**src/rtl/rxpb_pkg.sv**
```systemverilog
package rxpb_pkg;

    localparam int LANES      = 4;
    localparam int LANE_CNT_W = $clog2(LANES + 1);
    localparam int RATE_W     = 11;
    localparam int BAND_W     = 7;
    localparam int N_BANDS    = 39;
    localparam int N_WR       = 7;
    localparam int WR_IDX_W   = $clog2(N_WR);

    typedef struct packed {
        logic [RATE_W-1:0] top_mbps;
        logic [BAND_W-1:0] code;
    } band_ent_t;

    typedef enum logic [2:0] {
        SQ_IDLE,
        SQ_CLR_ON,
        SQ_CLR_OFF,
        SQ_WRITE,
        SQ_WAIT_ACK
    } sq_state_e;

    typedef enum logic [2:0] {
        TP_IDLE,
        TP_CODE,
        TP_EN_HI,
        TP_CLK_LO,
        TP_EN_LO,
        TP_DATA,
        TP_CLK_HI
    } tp_step_e;

    // Ascending band ranges: an entry covers rates up to and including top_mbps
    function automatic band_ent_t band_entry(input int idx);
        case (idx)
            0:  band_entry = {11'd89,   7'h00};
            1:  band_entry = {11'd99,   7'h10};
            2:  band_entry = {11'd109,  7'h20};
            3:  band_entry = {11'd129,  7'h01};
            4:  band_entry = {11'd139,  7'h11};
            5:  band_entry = {11'd149,  7'h21};
            6:  band_entry = {11'd169,  7'h02};
            7:  band_entry = {11'd179,  7'h12};
            8:  band_entry = {11'd199,  7'h22};
            9:  band_entry = {11'd219,  7'h03};
            10: band_entry = {11'd239,  7'h13};
            11: band_entry = {11'd249,  7'h23};
            12: band_entry = {11'd269,  7'h04};
            13: band_entry = {11'd299,  7'h14};
            14: band_entry = {11'd329,  7'h05};
            15: band_entry = {11'd359,  7'h15};
            16: band_entry = {11'd399,  7'h25};
            17: band_entry = {11'd449,  7'h06};
            18: band_entry = {11'd499,  7'h16};
            19: band_entry = {11'd549,  7'h07};
            20: band_entry = {11'd599,  7'h17};
            21: band_entry = {11'd649,  7'h08};
            22: band_entry = {11'd699,  7'h18};
            23: band_entry = {11'd749,  7'h09};
            24: band_entry = {11'd799,  7'h19};
            25: band_entry = {11'd849,  7'h29};
            26: band_entry = {11'd899,  7'h39};
            27: band_entry = {11'd949,  7'h0a};
            28: band_entry = {11'd999,  7'h1a};
            29: band_entry = {11'd1049, 7'h2a};
            30: band_entry = {11'd1099, 7'h3a};
            31: band_entry = {11'd1149, 7'h0b};
            32: band_entry = {11'd1199, 7'h1b};
            33: band_entry = {11'd1249, 7'h2b};
            34: band_entry = {11'd1299, 7'h3b};
            35: band_entry = {11'd1349, 7'h0c};
            36: band_entry = {11'd1399, 7'h1c};
            37: band_entry = {11'd1449, 7'h2c};
            default: band_entry = {11'd1500, 7'h3c};
        endcase
    endfunction

    // Test-port script: register code per step (order is behaviour)
    function automatic logic [7:0] wr_code(input logic [WR_IDX_W-1:0] idx);
        case (idx)
            3'd0:    wr_code = 8'h34;
            3'd1:    wr_code = 8'h44;
            3'd2:    wr_code = 8'h54;
            3'd3:    wr_code = 8'h84;
            3'd4:    wr_code = 8'h94;
            3'd5:    wr_code = 8'h75;
            default: wr_code = 8'h00;
        endcase
    endfunction

    function automatic logic [7:0] wr_data(input logic [WR_IDX_W-1:0] idx,
                                           input logic [BAND_W-1:0]   band);
        case (idx)
            3'd1, 3'd2, 3'd3, 3'd4: wr_data = {band, 1'b0};
            3'd5:                   wr_data = 8'h04;
            default:                wr_data = 8'h00;
        endcase
    endfunction

    function automatic logic [LANES-1:0] lane_mask(input logic [LANE_CNT_W-1:0] n);
        logic [LANES-1:0] m;
        for (int i = 0; i < LANES; i++) begin
            m[i] = (LANE_CNT_W'(i) < n);
        end
        return m;
    endfunction

endpackage

```
**src/rtl/rxpb_band_map.sv**
```systemverilog
module rxpb_band_map
    import rxpb_pkg::*;
(
    input  logic [RATE_W-1:0] rate_i,
    output logic              hit_o,
    output logic [BAND_W-1:0] band_o
);

    band_ent_t ent;

    // Walk from the top entry down so the lowest matching entry wins
    always_comb begin
        hit_o  = 1'b0;
        band_o = '0;
        ent    = '0;
        for (int i = N_BANDS - 1; i >= 0; i--) begin
            ent = band_entry(i);
            if (rate_i <= ent.top_mbps) begin
                hit_o  = 1'b1;
                band_o = ent.code;
            end
        end
    end

endmodule

```
**src/rtl/rxpb_tport.sv**
```systemverilog
module rxpb_tport
    import rxpb_pkg::*;
#(
    parameter int STEP_CYCLES = 4
) (
    input  logic       clk_i,
    input  logic       rst_ni,
    input  logic       clk_set_i,
    input  logic       go_i,
    input  logic [7:0] code_i,
    input  logic [7:0] data_i,
    output logic       tclk_o,
    output logic       ten_o,
    output logic [7:0] tdin_o,
    output logic       ack_o
);

    localparam int HOLD   = (STEP_CYCLES < 1) ? 1 : STEP_CYCLES;
    localparam int HCNT_W = $clog2(HOLD + 1);
    localparam logic [HCNT_W-1:0] HOLD_M1 = HCNT_W'(HOLD - 1);

    typedef struct packed {
        tp_step_e          step;
        logic [HCNT_W-1:0] hcnt;
        logic              tclk;
        logic              ten;
        logic [7:0]        tdin;
        logic              ack;
    } tp_regs_t;

    tp_regs_t q, d;

    always_comb begin
        d     = q;
        d.ack = 1'b0;
        if (q.step == TP_IDLE) begin
            if (clk_set_i) begin
                d.tclk = 1'b1;
            end
            if (go_i) begin
                d.step = TP_CODE;
                d.tdin = code_i;
                d.hcnt = HOLD_M1;
            end
        end else if (q.hcnt != '0) begin
            d.hcnt = q.hcnt - 1'b1;
        end else begin
            d.hcnt = HOLD_M1;
            case (q.step)
                TP_CODE: begin
                    d.ten  = 1'b1;
                    d.step = TP_EN_HI;
                end
                TP_EN_HI: begin
                    d.tclk = 1'b0;
                    d.step = TP_CLK_LO;
                end
                TP_CLK_LO: begin
                    d.ten  = 1'b0;
                    d.step = TP_EN_LO;
                end
                TP_EN_LO: begin
                    d.tdin = data_i;
                    d.step = TP_DATA;
                end
                TP_DATA: begin
                    d.tclk = 1'b1;
                    d.step = TP_CLK_HI;
                end
                TP_CLK_HI: begin
                    d.ack  = 1'b1;
                    d.step = TP_IDLE;
                end
                default: d.step = TP_IDLE;
            endcase
        end
    end

    always_ff @(posedge clk_i or negedge rst_ni) begin
        if (!rst_ni) begin
            q <= '{step: TP_IDLE, default: '0};
        end else begin
            q <= d;
        end
    end

    assign tclk_o = q.tclk;
    assign ten_o  = q.ten;
    assign tdin_o = q.tdin;
    assign ack_o  = q.ack;

endmodule

```
**src/rtl/rxpb_seq.sv**
```systemverilog
module rxpb_seq
    import rxpb_pkg::*;
#(
    parameter int CLK_KHZ  = 125000,
    parameter int CLEAR_US = 100
) (
    input  logic                  clk_i,
    input  logic                  rst_ni,
    input  logic                  start_i,
    input  logic [LANE_CNT_W-1:0] lanes_i,
    input  logic                  power_off_i,
    input  logic                  hit_i,
    input  logic [BAND_W-1:0]     band_i,
    input  logic                  tp_ack_i,
    output logic                  tp_go_o,
    output logic [7:0]            tp_code_o,
    output logic [7:0]            tp_data_o,
    output logic                  tclk_set_o,
    output logic                  busy_o,
    output logic                  done_o,
    output logic                  reject_o,
    output logic                  clr_o,
    output logic [LANES-1:0]      force_rx_o,
    output logic [LANES-1:0]      force_stop_o,
    output logic [LANES-1:0]      turn_req_o,
    output logic [LANES-1:0]      turn_dis_o,
    output logic [LANES-1:0]      lane_en_o
);

    localparam int WAIT_RAW = (CLK_KHZ * CLEAR_US) / 1000;
    localparam int WAIT_CYC = (WAIT_RAW < 1) ? 1 : WAIT_RAW;
    localparam int WCNT_W   = $clog2(WAIT_CYC + 1);
    localparam logic [WCNT_W-1:0] WAIT_M1 = WCNT_W'(WAIT_CYC - 1);

    typedef struct packed {
        sq_state_e           st;
        logic [WCNT_W-1:0]   wcnt;
        logic [WR_IDX_W-1:0] idx;
        logic [BAND_W-1:0]   band;
        logic                busy;
        logic                done;
        logic                reject;
        logic                clr;
        logic [LANES-1:0]    frx;
        logic [LANES-1:0]    fstop;
        logic [LANES-1:0]    treq;
        logic [LANES-1:0]    tdis;
        logic [LANES-1:0]    len;
    } sq_regs_t;

    sq_regs_t q, d;
    logic     lanes_ok;
    logic     accept;

    assign lanes_ok = (lanes_i != '0) && (lanes_i <= LANE_CNT_W'(LANES));
    assign accept   = (q.st == SQ_IDLE) && start_i && hit_i && lanes_ok;

    always_comb begin
        d        = q;
        d.done   = 1'b0;
        d.reject = 1'b0;
        case (q.st)
            SQ_IDLE: begin
                if (accept) begin
                    d.st    = SQ_CLR_ON;
                    d.wcnt  = WAIT_M1;
                    d.band  = band_i;
                    d.busy  = 1'b1;
                    d.clr   = 1'b1;
                    d.frx   = '0;
                    d.fstop = '0;
                    d.treq  = '0;
                    d.tdis  = '1;
                    d.len   = lane_mask(lanes_i);
                end else if (start_i) begin
                    d.reject = 1'b1;
                end
            end
            SQ_CLR_ON: begin
                if (q.wcnt == '0) begin
                    d.clr  = 1'b0;
                    d.wcnt = WAIT_M1;
                    d.st   = SQ_CLR_OFF;
                end else begin
                    d.wcnt = q.wcnt - 1'b1;
                end
            end
            SQ_CLR_OFF: begin
                if (q.wcnt == '0) begin
                    d.idx = '0;
                    d.st  = SQ_WRITE;
                end else begin
                    d.wcnt = q.wcnt - 1'b1;
                end
            end
            SQ_WRITE: begin
                d.st = SQ_WAIT_ACK;
            end
            SQ_WAIT_ACK: begin
                if (tp_ack_i) begin
                    if (q.idx == WR_IDX_W'(N_WR - 1)) begin
                        d.st   = SQ_IDLE;
                        d.busy = 1'b0;
                        d.done = 1'b1;
                    end else begin
                        d.idx = q.idx + 1'b1;
                        d.st  = SQ_WRITE;
                    end
                end
            end
            default: d.st = SQ_IDLE;
        endcase
        // Power-off has the last word on the lane enables
        if (power_off_i) begin
            d.len = '0;
        end
    end

    always_ff @(posedge clk_i or negedge rst_ni) begin
        if (!rst_ni) begin
            q <= '{st: SQ_IDLE, default: '0};
        end else begin
            q <= d;
        end
    end

    assign tp_go_o      = (q.st == SQ_WRITE);
    assign tp_code_o    = wr_code(q.idx);
    assign tp_data_o    = wr_data(q.idx, q.band);
    assign tclk_set_o   = accept;
    assign busy_o       = q.busy;
    assign done_o       = q.done;
    assign reject_o     = q.reject;
    assign clr_o        = q.clr;
    assign force_rx_o   = q.frx;
    assign force_stop_o = q.fstop;
    assign turn_req_o   = q.treq;
    assign turn_dis_o   = q.tdis;
    assign lane_en_o    = q.len;

endmodule

```
**src/rtl/rx_phy_bringup.sv**
```systemverilog
module rx_phy_bringup
    import rxpb_pkg::*;
#(
    parameter int CLK_KHZ     = 125000,
    parameter int CLEAR_US    = 100,
    parameter int STEP_CYCLES = 4
) (
    input  logic        clk_i,
    input  logic        rst_ni,
    input  logic        start_i,
    input  logic [2:0]  lanes_i,
    input  logic [10:0] rate_mbps_i,
    input  logic        power_off_i,
    output logic        busy_o,
    output logic        done_o,
    output logic        reject_o,
    output logic [3:0]  force_rx_o,
    output logic [3:0]  force_stop_o,
    output logic [3:0]  turn_req_o,
    output logic [3:0]  turn_dis_o,
    output logic [3:0]  lane_en_o,
    output logic        tst_clk_o,
    output logic        tst_clr_o,
    output logic        tst_en_o,
    output logic [7:0]  tst_din_o
);

    logic              hit;
    logic [BAND_W-1:0] band;
    logic              tp_go;
    logic              tp_ack;
    logic              tclk_set;
    logic [7:0]        tp_code;
    logic [7:0]        tp_data;

    rxpb_band_map u_band (
        .rate_i (rate_mbps_i),
        .hit_o  (hit),
        .band_o (band)
    );

    rxpb_seq #(
        .CLK_KHZ  (CLK_KHZ),
        .CLEAR_US (CLEAR_US)
    ) u_seq (
        .clk_i        (clk_i),
        .rst_ni       (rst_ni),
        .start_i      (start_i),
        .lanes_i      (lanes_i),
        .power_off_i  (power_off_i),
        .hit_i        (hit),
        .band_i       (band),
        .tp_ack_i     (tp_ack),
        .tp_go_o      (tp_go),
        .tp_code_o    (tp_code),
        .tp_data_o    (tp_data),
        .tclk_set_o   (tclk_set),
        .busy_o       (busy_o),
        .done_o       (done_o),
        .reject_o     (reject_o),
        .clr_o        (tst_clr_o),
        .force_rx_o   (force_rx_o),
        .force_stop_o (force_stop_o),
        .turn_req_o   (turn_req_o),
        .turn_dis_o   (turn_dis_o),
        .lane_en_o    (lane_en_o)
    );

    rxpb_tport #(
        .STEP_CYCLES (STEP_CYCLES)
    ) u_tport (
        .clk_i     (clk_i),
        .rst_ni    (rst_ni),
        .clk_set_i (tclk_set),
        .go_i      (tp_go),
        .code_i    (tp_code),
        .data_i    (tp_data),
        .tclk_o    (tst_clk_o),
        .ten_o     (tst_en_o),
        .tdin_o    (tst_din_o),
        .ack_o     (tp_ack)
    );

endmodule

```
**config.mk**
```make
export PLATFORM = sky130hd
export DESIGN_NAME = rx_phy_bringup
export DESIGN_NICKNAME = d
export VERILOG_FILES = /design/src/rtl/rxpb_pkg.sv /design/src/rtl/rxpb_band_map.sv /design/src/rtl/rxpb_tport.sv /design/src/rtl/rxpb_seq.sv /design/src/rtl/rx_phy_bringup.sv
export SDC_FILE = /design/constraint.sdc
export NUM_CORES = 1
export LEC_CHECK = 0
export BUFFER_PORTS_ARGS = -buffer_cell sky130_fd_sc_hd__buf_4
export CORE_ASPECT_RATIO = 1.25
export CORE_MARGIN = 2
export CORE_UTILIZATION = 50
export CTS_CLUSTER_DIAMETER = 200
export CTS_CLUSTER_SIZE = 8
export DETAILED_ROUTE_END_ITERATION = 10
export HOLD_SLACK_MARGIN = 0.02
export PLACE_DENSITY = 0.68
export SLEW_MARGIN = 40
export SYNTH_ARGS = -nofsm -noshare
export SYNTH_HDL_FRONTEND = slang
export SYNTH_SLANG_ARGS = --single-unit
```
**constraint.sdc**
```tcl
create_clock -name clk_i -period 3.5 [get_ports clk_i]
set_input_delay 0 -clock clk_i [delete_from_list [all_inputs] [get_ports clk_i]]
set_output_delay 0 -clock clk_i [all_outputs]
set_load 0.03 [all_outputs]
```
* Word-level counts from Yosys, hierarchy flattened
Index checks and enable logic that the tools add are counted.
Operators by class: reductions and logical operators 31, magnitude comparators 44, equal/unequal tests 26, bitwise operators 2, muxes and demuxes 120, $add $sub $neg 3
Operator list (count):
- $mux W6 | 40
- $le A11 B10 Y1 const B | 10
- $le A11 B11 Y1 const B | 10
- $le A11 B8 Y1 const B | 9
- $le A11 B9 Y1 const B | 7
- $mux W1 | 48
- $pmux W8 S6 | 1
- $pmux W14 S3 | 1
- $le A11 B7 Y1 const B | 3
- $pmux W3 S5 | 2
- $mux W14 | 2
- $mux W3 | 8
- $mux W8 | 3
- $eq A3 B3 Y1 const B | 7
- $mux W21 | 1
- $eq A3 B2 Y1 const B | 6
- $mux W17 | 1
- $reduce_and A3 Y1 | 5
- $logic_not A14 Y1 | 1
- $pmux W7 S2 | 1
- $reduce_bool A2 Y1 | 7
- $sub A14 B1 Y14 const B | 1
- $reduce_and A4 Y1 | 3
- $reduce_bool A3 Y1 | 4
- other kinds (19) | 45
Word-level totals: register bits 52, output and inout port bits 34, word-level logic and storage cells 242, input port bits 18

* Longest topological paths before layout
depth in word-level cells 45, gate-level depth with buffers 10, gate-level depth less buffers 8

* Modules after synthesis
Synthesis repeated with hierarchy kept, for this count alone.
Unflattened totals: cell total of the unflattened synthesis 531, area, all modules 4403.0 µm²
By module, submodules not included:
- rxpb_seq | times used 1, area an instance 2143.3 µm², cells an instance 223, seq. area each 900.9 µm²
- rxpb_band_map | times used 1, area an instance 1169.9 µm², cells an instance 200, seq. area each 0.0 µm²
- rxpb_tport | times used 1, area an instance 1089.8 µm², cells an instance 108, seq. area each 425.4 µm²

* Worst setup path before layout
OpenSTA, ideal clock, no wires.
kind flip-flop to flip-flop, from register u_seq.q[50] (netlist name), to register u_seq.q[47] (netlist name), path buffers 1, data arrival time 2291 ps, required time 3431 ps, period minus slack after synthesis 2360 ps, library setup time 69 ps, path slack 1140 ps, cell stages (with the launch flop) 8, cell sequence dfrtp_1 > buf_6 > or4b_4 > or3b_4 > a21oi_4 > o2111ai_2 > or4_1 > nand3_1
Between the ends: longest elaborated chain between the ends 6, elaborated cells on any way between the ends 11, classes of those cells eq/ne: 4; mux: 1; reduce/logical: 6
RTL lines:
- from (decl) | RTL line rxpb_seq.sv:51 | sq_regs_t q, d;
- from (signal assigned) | RTL line rxpb_seq.sv:121 | q <= '{st: SQ_IDLE, default: '0};
- from (signal assigned) | RTL line rxpb_seq.sv:123 | q <= d;
- $logic_not A3 Y1 | RTL line rxpb_seq.sv:56, rxpb_seq.sv:62
- $logic_and A1 B1 Y1 (3 in a row) | RTL line rxpb_seq.sv:56 | assign accept = (q.st == SQ_IDLE) && start_i && hit_i && lanes_ok;
- $ne A2 B2 Y1 (no line)
- $reduce_and A3 Y1 (no line)
Several ways; a longest one is shown, not always the timed one. A chain may end at the register's enable or synchronous reset.

* Final worst setup path
from register u_seq.q[50] (netlist name), to register u_seq.q, in the netlist u_seq.lane_en_o[3]
Between the ends: longest elaborated chain between the ends 6, elaborated cells on any way between the ends 7, classes of those cells reduce/logical: 7
RTL lines (RTL line):
- $logic_not A3 Y1 * | rxpb_seq.sv:56, rxpb_seq.sv:62
- $logic_and A1 B1 Y1 (3 in a row) | rxpb_seq.sv:56
- $reduce_bool A2 Y1 (no line)
- $reduce_and A2 Y1 (no line) *
Every way passes the cells marked *; elsewhere a longest branch is shown, timed or not.

==> qor.txt <==
Num CTS Buffers -> 5
First-pass GRT wire length -> 15840 um
Die height -> 103.1 um
Netlist cell types -> 74
Diode count -> 0
Max_cap viols -> 0
Post-synth top flop -> dfrtp_1
Skew final -> 0.007662 ns
Hold path start -> lanes_i[1]
Largest net degree at the start of global routing -> 53
H-tree levels -> 2
Worst slew pin tran -> 0.7329 ns
Detail Placement HPWL -> 7042 um
CTS tree -> built
Crit Path Max Fanout -> 11
Final wirelength -> 9582 um
Startpoint types -> flip-flop
Netlist Area Pre-Place -> 3931 sq um
Gr usage total -> 0.2265
Crit path time final -> 2.775 ns
Crit path DAT -> 2.97 ns
Worst hold path depth -> 3
Cts repair resizes -> 0
Routability cong. -> 0.9035
Clock power frac -> 0.207
Outcome -> completed
Final total power -> 0.002101 W
Leak pwr -> 1.729 nW
Post-Synth XOR/XNOR Area -> 0.002228
Post-synth EDFFs -> 0
Seq cells post-synth -> 52
FF-to-FF End -> u_seq.lane_en_o[3]$_DFFE_PN0P_
Cell row count -> 36
Core Region -> 7702 sq um
TritonRoute pass-1 iters -> 5
FF-to-FF setup slack -> 0.73 ns
Clock Latency Late Sink -> 0.31 ns
Power per cell area -> 499.6 nW/um^2
Residual DRC -> 0
Slew HR -> 0.5069
Area grow syn2layout -> 7.002%
Yosys warns -> 0
CP Data Required Time -> 3.70 ns
Postcts setup bufs -> 0
Root Buffer -> clkbuf_8
Post-synthesis instance total -> 493
Maximum clock rate -> 360.4 MHz
Worst r2r path cells -> 6
Via Count -> 3602
Critical path class -> flip-flop to flip-flop
RSZ-0062 raised after global routing -> false
Initial antenna violation count -> 0
Nets@finish -> 519
Reg2reg start -> u_seq.q[50]$_DFFE_PN0P_
Largest cells by area after synthesis -> dfrtp_1, buf_4, nand2_1
Compound-gate portion of the synthesized area -> 0.2747
Synth Area in Adders -> 0.02228
Register area share after synthesis -> 0.3310
Via/cell ratio -> 6.105
Worst hold-check slack -> 0.04014 ns
Net load switching power -> 0.0008118 W
Longest Clk Path Bufs -> 2
Sequential power share -> 0.424
Final setup viols -> 0
Leading area contributor after synthesis -> dfrtp_1
Peak VDD IR -> 0.3226 mV
Post-Syn Area per Cell -> 7.974 sq um
Largest family of logic cells by synthesized area -> compound AO/OA/AOI/OAI gates
Switching share of power -> 0.3863
DRT iter0 DRCs -> 190
P_int -> 0.001290 W
Final worst-path cycle share -> 0.7928
Share of cells above drive strength 1 -> 0.1273
Hold Vio Cnt, Final -> 0
Fraction of registers with async set/reset -> 1.000
Yosys top cell area share -> 0.3310
Die Footprint -> 8592 sq um
Vias in the first global route -> 3323
Total negative setup slack -> 0 ns
Clock slew at reported path FFs -> 0.09 ns
I/O Pins -> 52
CP endpoint kind -> flip-flop
Post-synthesis mux area share -> 0.007957
Initial Util -> 0.5104
Worst min path class -> input port to flip-flop
Global route overflow -> 0
Routed len/inst -> 16.24 um
I/O Buffers -> 39
Post-route antenna net violation count -> 0
Simple-Gate Fraction of Synth Area -> 0.2533
Slew Limit Fails -> 0
Die width -> 83.31 um
Hold-critical path endpoint -> u_seq.lane_en_o[2]$_DFFE_PN0P_
Comb pwr share -> 0.369
Clk sinks -> 52
worst max path at each step:
stage | startpoint | end | slack (ns) | depth (start not counted)
final | u_seq.q[50]$_DFFE_PN0P_ | u_seq.lane_en_o[3]$_DFFE_PN0P_ | 0.73 | 6
after CTS | u_seq.q[50]$_DFFE_PN0P_ | u_seq.lane_en_o[3]$_DFFE_PN0P_ | 0.72 | 6
after global placement | u_seq.q[50]$_DFFE_PN0P_ | u_seq.q[45]$_DFFE_PN0P_ | 1.01 | 6
after floorplan | u_seq.q[50]$_DFFE_PN0P_ | u_seq.q[47]$_DFFE_PN0P_ | 1.14 | 7
after global routing | u_seq.q[50]$_DFFE_PN0P_ | u_seq.lane_en_o[3]$_DFFE_PN0P_ | 0.59 | 6
after detailed placement | u_seq.q[34]$_DFFE_PN0P_ | u_seq.q[47]$_DFFE_PN0P_ | 0.95 | 8
logic make-up after synthesis:
| group | Yosys count |
|---|---|
| other | 1 |
| buffers and inverters | 77 |
| adder cells (fa/ha/maj) | 7 |
| multiplexers | 3 |
| flip-flops | 52 |
| XOR/XNOR | 1 |
| AND/OR/NAND/NOR | 196 |
| AO/OA/AOI/OAI | 156 |
repair_timing:
item                                    4_1_cts  5_1_grt
endpoints found under the setup margin        0        0
endpoints found under the hold margin        56        0
hold buffers                                  5        0
through the flow:
stage          setup WS, ns  area (sq um)  cells    util
2_1_floorplan         1.140          3973    504       -
3_3_place_gp          1.014          4029    577  0.5231
3_5_place_dp         0.9545          4029    577  0.5231
4_1_cts              0.7169          4200    590  0.5453
5_1_grt              0.5882          4207    590  0.5461
6_report             0.7253          4207    590  0.5461
Yosys cell counts, drive strengths merged, types with 3 or more instances:
cell type  number
o21ai          45
a31oi           6
clkbuf         27
a21oi          23
nand2          51
o22ai           3
nor2           45
ha              7
o211a           3
nand3          14
or4             3
o31ai          11
and3            3
nand4           4
a31o            4
a21boi          3
o21a            8
o2bb2ai         4
nand2b          6
or3            17
o211ai          3
inv            14
nor2b           7
and2            6
a22oi           3
buf            36
dfrtp          52
nor3           14
a211oi         10
o22a            3
or2             8
nor4            6
worst max-delay path, cell delays in order, from the launching register on:
cell	delay (ns)
dfrtp_1	0.49
or4b_4	0.58
or3b_4	0.43
or2_1	0.42
nand2_1	0.13
a21oi_1	0.07
dlygate4sd3_1	0.54
routing by layer:
metal  routed length, um  GRT usage
met4                 469     0.1311
met1                4042     0.2698
met5                   0          0
met3                 367    0.02402
met2                4702     0.4014
flip-flops by register name, summed over array words and instances, names as in the netlist, 4 cells and up:
register,flops
u_seq.q,26
u_seq.lane_en_o,4
u_tport.tdin_o,8
u_tport.q,6
power by group through the flow:
stage	Sequential, W	Combinational, W	Clock (W)
after floorplan	0.000878	0.000621	0
after global placement	0.000894	0.000759	0
after detailed placement	0.000901	0.000770	0
after CTS	0.000889	0.000778	0.000446
after global routing	0.000916	0.000867	0.000468
final	0.000891	0.000774	0.000436
cell type report:
| type | count | area (sq um) |
|---|---|---|
| timing repair buffer | 46 | 357.8 |
| clock inverter | 2 | 38.79 |
| tap | 95 | 118.9 |
| inverter | 14 | 52.55 |
| sequential | 52 | 1301 |
| fill | 722 | 3496 |
| multi-input combinational | 375 | 2255 |
| clock buffer | 6 | 82.58 |
cell usage in the layout, fill, tap and decap left out, types with 3 or more instances in the layout:
| cell type | Yosys | routed |
|---|---|---|
| conb_1 | 1 | 12 |
| a21oi_1 | 22 | 22 |
| a211oi_1 | 10 | 10 |
| or4_1 | 3 | 3 |
| nor3_1 | 14 | 14 |
| inv_1 | 14 | 14 |
| nand4_1 | 4 | 4 |
| dlygate4sd3_1 | 0 | 5 |
| a31o_2 | 3 | 3 |
| and2_1 | 6 | 6 |
| ha_1 | 7 | 7 |
| clkbuf_8 | 0 | 6 |
| o22ai_1 | 3 | 3 |
| nand2b_1 | 6 | 6 |
| nor2_1 | 45 | 45 |
| o21ai_1 | 14 | 14 |
| o211ai_1 | 3 | 3 |
| nand3_1 | 13 | 13 |
| or2_1 | 6 | 6 |
| o21a_1 | 8 | 8 |
| nor4_1 | 6 | 6 |
| and3_1 | 3 | 3 |
| dfrtp_1 | 52 | 52 |
| o21ai_0 | 31 | 31 |
| a21boi_0 | 3 | 3 |
| o2bb2ai_1 | 4 | 4 |
| nand2_1 | 51 | 51 |
| nor2b_1 | 7 | 7 |
| or3_1 | 17 | 17 |
| o31ai_1 | 11 | 11 |
| a22oi_1 | 3 | 3 |
| a31oi_1 | 6 | 6 |
| buf_4 | 29 | 41 |
Note: power is estimated with default switching activity, not from simulation.
